===== src/rtl/vsd_pkg.sv =====
package vsd_pkg;

    typedef enum logic [1:0] {
        SP_NONE = 2'd0,
        SP_A16  = 2'd1,
        SP_A24  = 2'd2,
        SP_A32  = 2'd3
    } space_e;

    typedef struct packed {
        space_e space;
        logic   blk;
        logic   wide;
    } am_info_t;

    typedef struct packed {
        logic        hit;
        logic        blk;
        logic        wide;
        logic [15:0] off;
    } decode_t;

    localparam logic [15:0] STEP_BLT  = 16'd4;
    localparam logic [15:0] STEP_WIDE = 16'd8;

    function automatic am_info_t am_lookup(input logic [5:0] code);
        am_info_t r;
        r = '{space: SP_NONE, blk: 1'b0, wide: 1'b0};
        case (code)
            6'h29: r.space = SP_A16;
            6'h39: r.space = SP_A24;
            6'h3B: begin r.space = SP_A24; r.blk = 1'b1; end
            6'h09: r.space = SP_A32;
            6'h0B: begin r.space = SP_A32; r.blk = 1'b1; end
            6'h08: begin r.space = SP_A32; r.blk = 1'b1; r.wide = 1'b1; end
            default: r.space = SP_NONE;
        endcase
        return r;
    endfunction

endpackage


===== src/rtl/vsd_sync.sv =====
module vsd_sync #(
    parameter int         W       = 1,
    parameter int         STAGES  = 2,
    parameter logic [W-1:0] RST_VAL = '1
) (
    input  logic         clk,
    input  logic         rst,
    input  logic [W-1:0] d,
    output logic [W-1:0] q
);
    logic [W-1:0] stage [STAGES];

    always_ff @(posedge clk) begin
        if (rst) stage[0] <= RST_VAL;
        else     stage[0] <= d;
    end

    generate
        for (genvar i = 1; i < STAGES; i++) begin : g_stage
            always_ff @(posedge clk) begin
                if (rst) stage[i] <= RST_VAL;
                else     stage[i] <= stage[i-1];
            end
        end
    endgenerate

    assign q = stage[STAGES-1];
endmodule


===== src/rtl/vsd_am_decode.sv =====
module vsd_am_decode
    import vsd_pkg::*;
(
    input  logic [5:0]  am,
    input  logic [31:0] addr,
    input  logic [15:0] base_sw,
    output decode_t     dec
);
    am_info_t info;

    always_comb begin
        info     = am_lookup(am);
        dec.blk  = info.blk;
        dec.wide = info.wide;
        dec.off  = addr[15:0];
        dec.hit  = 1'b0;
        case (info.space)
            SP_A32: dec.hit = (addr[31:16] == base_sw);
            SP_A24: dec.hit = (addr[23:16] == base_sw[7:0]);
            SP_A16: begin
                dec.hit = (addr[15:8] == base_sw[7:0]);
                dec.off = {8'h00, addr[7:0]};
            end
            default: dec.hit = 1'b0;
        endcase
    end
endmodule


===== src/rtl/vsd_regfile.sv =====
module vsd_regfile #(
    parameter int NREGS = 4,
    parameter int DW    = 32,
    localparam int IW   = $clog2(NREGS)
) (
    input  logic          clk,
    input  logic          rst,
    input  logic          we,
    input  logic [IW-1:0] idx,
    input  logic [DW-1:0] wdata,
    output logic [DW-1:0] rdata
);
    logic [DW-1:0] mem [NREGS];

    generate
        for (genvar i = 0; i < NREGS; i++) begin : g_word
            always_ff @(posedge clk) begin
                if (rst)                        mem[i] <= '0;
                else if (we && idx == IW'(i))   mem[i] <= wdata;
            end
        end
    endgenerate

    assign rdata = mem[idx];
endmodule


===== src/rtl/vme_slave_decode.sv =====
module vme_slave_decode
    import vsd_pkg::*;
#(
    parameter int NREGS = 4,
    localparam int IW   = $clog2(NREGS)
) (
    input  logic        clk,
    input  logic        rst,
    input  logic        as_n,
    input  logic        ds0_n,
    input  logic        ds1_n,
    input  logic        write_n,
    input  logic [5:0]  am,
    input  logic [31:0] addr,
    input  logic [31:0] data_in,
    input  logic [15:0] base_sw,
    output logic [31:0] data_out,
    output logic        data_oe,
    output logic        dtack_n,
    output logic [15:0] loc_off,
    output logic        loc_wr,
    output logic        loc_rd
);
    typedef enum logic [1:0] {ST_IDLE, ST_ADDR, ST_ACCESS, ST_ACK} state_e;

    state_e      state;
    logic [2:0]  strb_s;
    logic        as_act, ds_act, ds_idle;
    decode_t     dec, cyc;
    logic        wr_lat;
    logic [31:0] rdata, rdata_q;

    vsd_sync #(.W(3), .STAGES(2), .RST_VAL(3'b111)) u_sync (
        .clk (clk),
        .rst (rst),
        .d   ({as_n, ds1_n, ds0_n}),
        .q   (strb_s)
    );

    assign as_act  = !strb_s[2];
    assign ds_act  = !strb_s[0] || !strb_s[1];
    assign ds_idle = strb_s[0] && strb_s[1];

    vsd_am_decode u_dec (
        .am      (am),
        .addr    (addr),
        .base_sw (base_sw),
        .dec     (dec)
    );

    vsd_regfile #(.NREGS(NREGS), .DW(32)) u_rf (
        .clk   (clk),
        .rst   (rst),
        .we    (loc_wr),
        .idx   (cyc.off[IW+1:2]),
        .wdata (data_in),
        .rdata (rdata)
    );

    always_ff @(posedge clk) begin
        if (rst) begin
            state   <= ST_IDLE;
            cyc     <= '0;
            wr_lat  <= 1'b0;
            rdata_q <= '0;
        end else begin
            case (state)
                ST_IDLE: if (as_act) begin
                    cyc    <= dec;
                    wr_lat <= !write_n;
                    state  <= ST_ADDR;
                end
                ST_ADDR: begin
                    if (!as_act)                 state <= ST_IDLE;
                    else if (ds_act && cyc.hit)  state <= ST_ACCESS;
                end
                ST_ACCESS: begin
                    rdata_q <= rdata;
                    state   <= ST_ACK;
                end
                ST_ACK: if (ds_idle) begin
                    if (cyc.blk)
                        cyc.off <= cyc.off + (cyc.wide ? STEP_WIDE : STEP_BLT);
                    state <= ST_ADDR;
                end
                default: state <= ST_IDLE;
            endcase
        end
    end

    assign loc_wr   = (state == ST_ACCESS) && wr_lat;
    assign loc_rd   = (state == ST_ACCESS) && !wr_lat;
    assign loc_off  = cyc.off;
    assign dtack_n  = !(state == ST_ACK);
    assign data_oe  = (state == ST_ACK) && !wr_lat;
    assign data_out = rdata_q;
endmodule


===== config.mk =====
export PLATFORM = sky130hd
export DESIGN_NAME = vme_slave_decode
export DESIGN_NICKNAME = d
export VERILOG_FILES = /design/src/rtl/vsd_pkg.sv /design/src/rtl/vsd_sync.sv /design/src/rtl/vsd_am_decode.sv /design/src/rtl/vsd_regfile.sv /design/src/rtl/vme_slave_decode.sv
export SDC_FILE = /design/constraint.sdc
export NUM_CORES = 1
export LEC_CHECK = 0
export BUFFER_PORTS_ARGS = -buffer_cell sky130_fd_sc_hd__buf_2
export CAP_MARGIN = 20
export CORE_UTILIZATION = 50
export CTS_BUF_LIST = sky130_fd_sc_hd__clkbuf_8
export DETAILED_ROUTE_END_ITERATION = 7
export GPL_TIMING_DRIVEN = 0
export PLACE_DENSITY = 0.72
export SKIP_CTS_REPAIR_TIMING = 1
export SYNTH_ARGS = -nofsm -noshare
export SYNTH_HDL_FRONTEND = slang
export SYNTH_SLANG_ARGS = --single-unit

===== constraint.sdc =====
create_clock -name clk -period 4.8 [get_ports clk]
set_input_delay 0.48 -clock clk [delete_from_list [all_inputs] [get_ports clk]]
set_output_delay 0.48 -clock clk [all_outputs]
set_load 0.02 [all_outputs]

==> impl_metrics.json, run 1 <==
{
  "drive_above_1_share_pct": 29.5,
  "synth_area_leader_cell": "edfxtp_1",
  "min_period_over_period_pct": 74.7,
  "synth_area_per_cell_um2": 12.8,
  "clock_skew_ns": 0.0170,
  "gp_congestion": 0.837,
  "p_comb_share_pct": 13.2,
  "finalSetupViolations": 0,
  "crit_type": "reg2reg",
  "status": "completed",
  "ys_ff_latch": 188,
  "cts_tree": "yes",
  "max_cap_violations": 0,
  "switchingPower_uw": 807,
  "reg2reg_from": "loc_off[3]",
  "worstHoldPathType": "in2reg",
  "synthArstFlopShare_pct": 0,
  "rsz0062_at_grt": "false",
  "clock-root-buffer": "clkbuf_8",
  "nets": 951,
  "synthTopCellsByArea": "edfxtp_1 (44%), dfxtp_1 (14%), and2_1 (9.4%)",
  "ys_types": 49,
  "cts_sinks": 188,
  "core-area_mm2": 0.0168,
  "synth-edff-count": 128,
  "finalCriticalPeriod_ns": 3.58,
  "rows": 47,
  "grt_max_degree": 22,
  "syn_area_mm2": 0.00870,
  "first_global_vias": 5994,
  "route.detailed.drc": 0,
  "globalRouteTotalUtil_pct": 23.0,
  "hold_violations": 0,
  "cp-startpoint": "loc_off[3]",
  "multi_input_area_mm2": 0.00335,
  "fp.dieW_um": 134,
  "total_leakage_power_nw": 4.00,
  "dr.pass1.iters": 4,
  "synth_most_common_cell": "and2_1",
  "worstSkewPairLatency_ns": 0.47,
  "fill_cells": 1353,
  "worstHoldStart": "ds1_n",
  "seqPwrFrac_pct": 55.5,
  "htreeDepth": 4,
  "synth_nets": 785,
  "grt_pass1_wl_um": 30900,
  "boundaryPins": 144,
  "power_density_mw_per_mm2": 319,
  "yosysWarnings": 0,
  "die_h_um": 134,
  "dp_hpwl_um": 13900,
  "routed_via_density": 5.41,
  "drt_first_iter_violations": 280,
  "critPathLaunchType": "flop",
  "slew_viol_final": 0,
  "cp_max_fo": 10,
  "area_growth_pct": 17.5,
  "dr_total_vias": 5854,
  "syn-instance-count": 682,
  "synth_top_area_share_pct": 44.2,
  "end_kind": "flop",
  "cts_buffer_depth": 2,
  "final_util_pct": 61.0,
  "synth_ff_type": "edfxtp_1",
  "ys_seq_area_share_pct": 58.0,
  "netlist_top_cells_count": "and2_1 (130), edfxtp_1 (128), dfxtp_1 (60), nor2_1 (54), mux2i_1 (38)",
  "seqCellArea_mm2": 0.00504,
  "die_area_mm2": 0.0179,
  "cts.clk_slew.worst_paths_ns": 0.10,
  "hold_slack_ns": 0.205,
  "antenna_found_initial": 2,
  "max_slew_margin_pct": 35.4,
  "clock.fmax_ghz": 0.279,
  "overflow": 0,
  "initial_core_util_pct": 51.9,
  "cp.arrival_ns": 3.98,
  "numCtsBuffers": 17,
  "max-vdd-ir-drop_mv": 0.229,
  "required_ns": 5.19,
  "power_frac_clock_pct": 31.2,
  "wirelength_um": 19800,
  "wl_per_cell_um": 18.3,
  "internal_power_mw": 2.45,
  "final_antenna_net_count": 0,
  "max_slew.worst_pin.slew_ns": 0.969,
  "p_total_mw": 3.26,
  "switching_share_pct": 24.8,
  "io_buffers": 143
}
## sequential cells by signal (all words and copies together), names as in the netlist
| signal | cells |
|---|---|
| cyc | 3 |
| data_out | 32 |
| loc_off | 16 |
| state | 2 |
| u_rf.mem | 128 |
| u_sync.stage | 6 |
| wr_lat | 1 |
## placed cells by master, fill, tap and decap left out, drive strengths merged, types with 3 or more instances in the layout
cell type | Yosys | final
nand2b | 5 | 5
a211oi | 6 | 6
clkinv | 0 | 7
nor4 | 4 | 4
dfxtp | 60 | 60
a211o | 3 | 3
mux2i | 38 | 38
mux4 | 32 | 32
a22oi | 4 | 4
xor2 | 7 | 7
nand2 | 18 | 18
nor2 | 54 | 54
inv | 13 | 17
nor3 | 9 | 9
edfxtp | 128 | 128
and2 | 131 | 131
a21o | 4 | 4
a21oi | 18 | 18
xnor2 | 18 | 18
ha | 10 | 10
nand4 | 8 | 8
or2 | 9 | 9
clkbuf | 25 | 43
o21ai | 18 | 18
buf | 30 | 177
nand3 | 7 | 7
## critical path: stages (launching register included)
cell	delay, ns
dfxtp_1	0.44
buf_2	0.28
buf_1	0.66
inv_1	0.36
fa_1	0.54
and3b_1	0.30
nand4_1	0.24
o21ai_0	0.28
a21oi_1	0.12
a311oi_1	0.27
## layer usage
layer / track usage, % / wire length, µm / vias to the layer above
met5: 0 / 13 / -
met2: 38.9 / 9770 / 217
met3: 6.35 / 1450 / 35
li1: - / - / 2757
met1: 27.8 / 8110 / 2843
met4: 9.85 / 450 / 2
## layout make-up
class | count | area share [%]
Antenna cell | 2 | 0.0490
Buffer | 55 | 2.93
Clock buffer | 18 | 2.43
Clock inverter | 14 | 1.25
Inverter | 13 | 0.478
Multi-Input combinational cell | 426 | 32.8
Sequential cell | 188 | 49.4
Tap cell | 220 | 2.69
Timing Repair Buffer | 147 | 8.01
## logic make-up after synthesis
| group | after synthesis | synth area share, % |
|---|---|---|
| compound gates | 62 | 4.56 |
| mux | 71 | 12.8 |
| buf+inv | 68 | 4.00 |
| xor+xnor | 25 | 2.52 |
| simple gates | 256 | 16.3 |
| fa+ha+maj | 12 | 1.78 |
| flops | 188 | 58.0 |
## metrics by stage
| step | worst slack [ns] | cells | setup TNS [ns] | instance area [µm²] |
|---|---|---|---|---|
| 2_1_floorplan | 0.991 | 682 | 0 | 8700 |
| 3_3_place_gp | -1.51 | 1045 | -152.07 | 9690 |
| 3_5_place_dp | 1.26 | 1049 | 0 | 9840 |
| 4_1_cts | 1.25 | 1081 | 0 | 10200 |
| 5_1_grt | 1.05 | 1081 | 0 | 10200 |
| 6_report | 1.22 | 1083 | 0 | 10200 |
## power by group through the flow
stage	combinational, mW	sequential [mW]	clock [mW]
after floorplan	0.281	1.84	0
after global placement	0.407	1.85	0
after detailed placement	0.432	1.85	0
after CTS	0.434	1.81	1.03
after global routing	0.464	1.82	1.09
final	0.431	1.81	1.02
## path summary, 6_finish.rpt
kind                        endpoint  cells past startpoint  slack [ns]
setup / recovery         loc_off[12]                      9        1.22
hold reg to reg   u_sync.stage[1][2]                      1        0.41
setup reg to reg         loc_off[12]                      9        1.22
hold / removal    u_sync.stage[0][1]                      2        0.21
Power figures use the tool's default switching activity.
==> run 2: changes to the inputs <==
--- a/config.mk
+++ b/config.mk
@@ -11,7 +11,7 @@
 export CTS_BUF_LIST = sky130_fd_sc_hd__clkbuf_8
 export DETAILED_ROUTE_END_ITERATION = 7
 export GPL_TIMING_DRIVEN = 0
-export PLACE_DENSITY = 0.72
+export PLACE_DENSITY = 0.75
 export SKIP_CTS_REPAIR_TIMING = 1
 export SYNTH_ARGS = -nofsm -noshare
 export SYNTH_HDL_FRONTEND = slang
==> constraint.sdc (replaced) <==
create_clock -name clk -period 3.1 [get_ports clk]
set_input_delay 0.31 -clock clk [delete_from_list [all_inputs] [get_ports clk]]
set_output_delay 0.31 -clock clk [all_outputs]
set_load 0.02 [all_outputs]
==> impl_metrics.json, run 2 (synthesis results as in run 1) <==
{
  "area_growth_pct": 18.0,
  "max_cap_violations": 0,
  "antenna_found_initial": 4,
  "largest_reg_flops": 128,
  "max_stage_delay_ns": 0.51,
  "hold_slack_ns": 0.0365,
  "gp_congestion": 0.834,
  "die_area_mm2": 0.0179,
  "total_leakage_power_nw": 4.02,
  "worstSkewPairLatency_ns": 0.46,
  "htreeDepth": 4,
  "finalSetupViolations": 0,
  "clock_skew_ns": 0.0167,
  "nets": 950,
  "cts.clk_slew.worst_paths_ns": 0.10,
  "fp.dieW_um": 134,
  "max_flop_register": "u_rf.mem",
  "crit_chain": "clkbuf_4 -> inv_1 -> fa_1 -> and3b_1 -> nand4_1 -> o21ai_0 -> a21oi_1 -> a311oi_1",
  "dp_hpwl_um": 13800,
  "drt_first_iter_violations": 257,
  "initial_core_util_pct": 51.9,
  "max-vdd-ir-drop_mv": 0.338,
  "cp_max_fo": 19,
  "final_util_pct": 61.2,
  "slowest_stage": "fa_1",
  "final_antenna_net_count": 0,
  "cp.arrival_ns": 3.13,
  "hold_violations": 0,
  "cts_tree": "yes",
  "overflow": 0,
  "end_kind": "flop",
  "dr_total_vias": 5776,
  "rsz0062_at_grt": "false",
  "fill_cells": 1333,
  "slew_viol_final": 0,
  "drive_above_1_share_pct": 29.5,
  "mostFrequentLayoutCells": "buf_2 (149), and2_1 (130), edfxtp_1 (128)",
  "globalRouteTotalUtil_pct": 22.7,
  "max_slew_margin_pct": 44.1,
  "grt_max_degree": 27,
  "critPathLaunchType": "flop",
  "reg2reg_slack_ns": 0.35,
  "setup_slack_ns": 0.350,
  "first_global_vias": 5880,
  "boundaryPins": 144,
  "die_h_um": 134,
  "worstHoldPathType": "in2reg",
  "required_ns": 3.48,
  "pre_cts_ws_ns": -0.299,
  "clock.fmax_ghz": 0.364,
  "routed_via_density": 5.33,
  "dpl.cell_count": 1049,
  "cts_buffer_depth": 2,
  "cts_sinks": 188,
  "wl_per_cell_um": 17.8,
  "final_cells": 1084,
  "crit_type": "reg2reg",
  "rows": 47,
  "route.detailed.drc": 0,
  "core-area_mm2": 0.0168,
  "min_period_over_period_pct": 88.7,
  "io_buffers": 143,
  "power_density_mw_per_mm2": 506,
  "max_slew.worst_pin.slew_ns": 0.839,
  "finalCriticalPeriod_ns": 2.75,
  "final_common_cell": "buf_2",
  "clock-root-buffer": "clkbuf_8",
  "wirelength_um": 19300,
  "dr.pass1.iters": 4,
  "status": "completed",
  "grt_pass1_wl_um": 30500,
  "numCtsBuffers": 17,
  "p_total_mw": 5.20
}
-- run 2: stage by stage --
step | area (µm²) | TNS, ns
detailed placement | 9830 | -0.865
global route | 10300 | 0
finish | 10300 | 0
global placement | 9690 | -343.99
floorplan | 8700 | -89.06
CTS | 10300 | -0.942
-- run 2: worst max-delay path, delay by kind of cell (launching register included) --
| family | cells | cell delay (ns) |
|---|---|---|
| buffers and inverters | 2 | 0.63 |
| adders and majority gates | 1 | 0.51 |
| DFF | 1 | 0.45 |
| AOI/OAI and AO/OA | 3 | 0.55 |
| and+or+nand+nor | 2 | 0.53 |
-- run 2: routing by layer --
metal / track usage [%] / share of wire [%]
met5: 0 / 0
met2: 38.5 / 49
met3: 5.44 / 6.7
met1: 28.7 / 42
met4: 6.88 / 1.5
-- run 2: report_power, final --
| part | total, mW | internal, mW | switching, mW |
|---|---|---|---|
| clock | 1.73 | 0.891 | 0.843 |
| sequential | 2.80 | 2.75 | 0.0483 |
| combinational | 0.660 | 0.313 | 0.348 |
| total | 5.20 | 3.96 | 1.24 |
-- run 2: area by class of cell --
type	count	area, µm²	share of cell area, %
diodes	4	10.0	0.0975
inverters	13	48.8	0.475
multi-input cells	426	3350	32.6
well taps	220	275	2.68
clock inverters	14	178	1.73
clock buffers	18	248	2.41
plain buffers	54	298	2.90
flip-flops and latches	188	5040	49.2
repair buffers	147	811	7.90
-- run 2: path summary, 6_finish.rpt --
path / to / cells after the start / from
worst max-delay path: loc_off[12] / 8 / loc_off[3]
worst min-delay path: u_sync.stage[0][0] / 2 / ds0_n
worst min register to register: u_sync.stage[1][0] / 1 / u_sync.stage[0][0]
worst max register to register: loc_off[12] / 8 / loc_off[3]
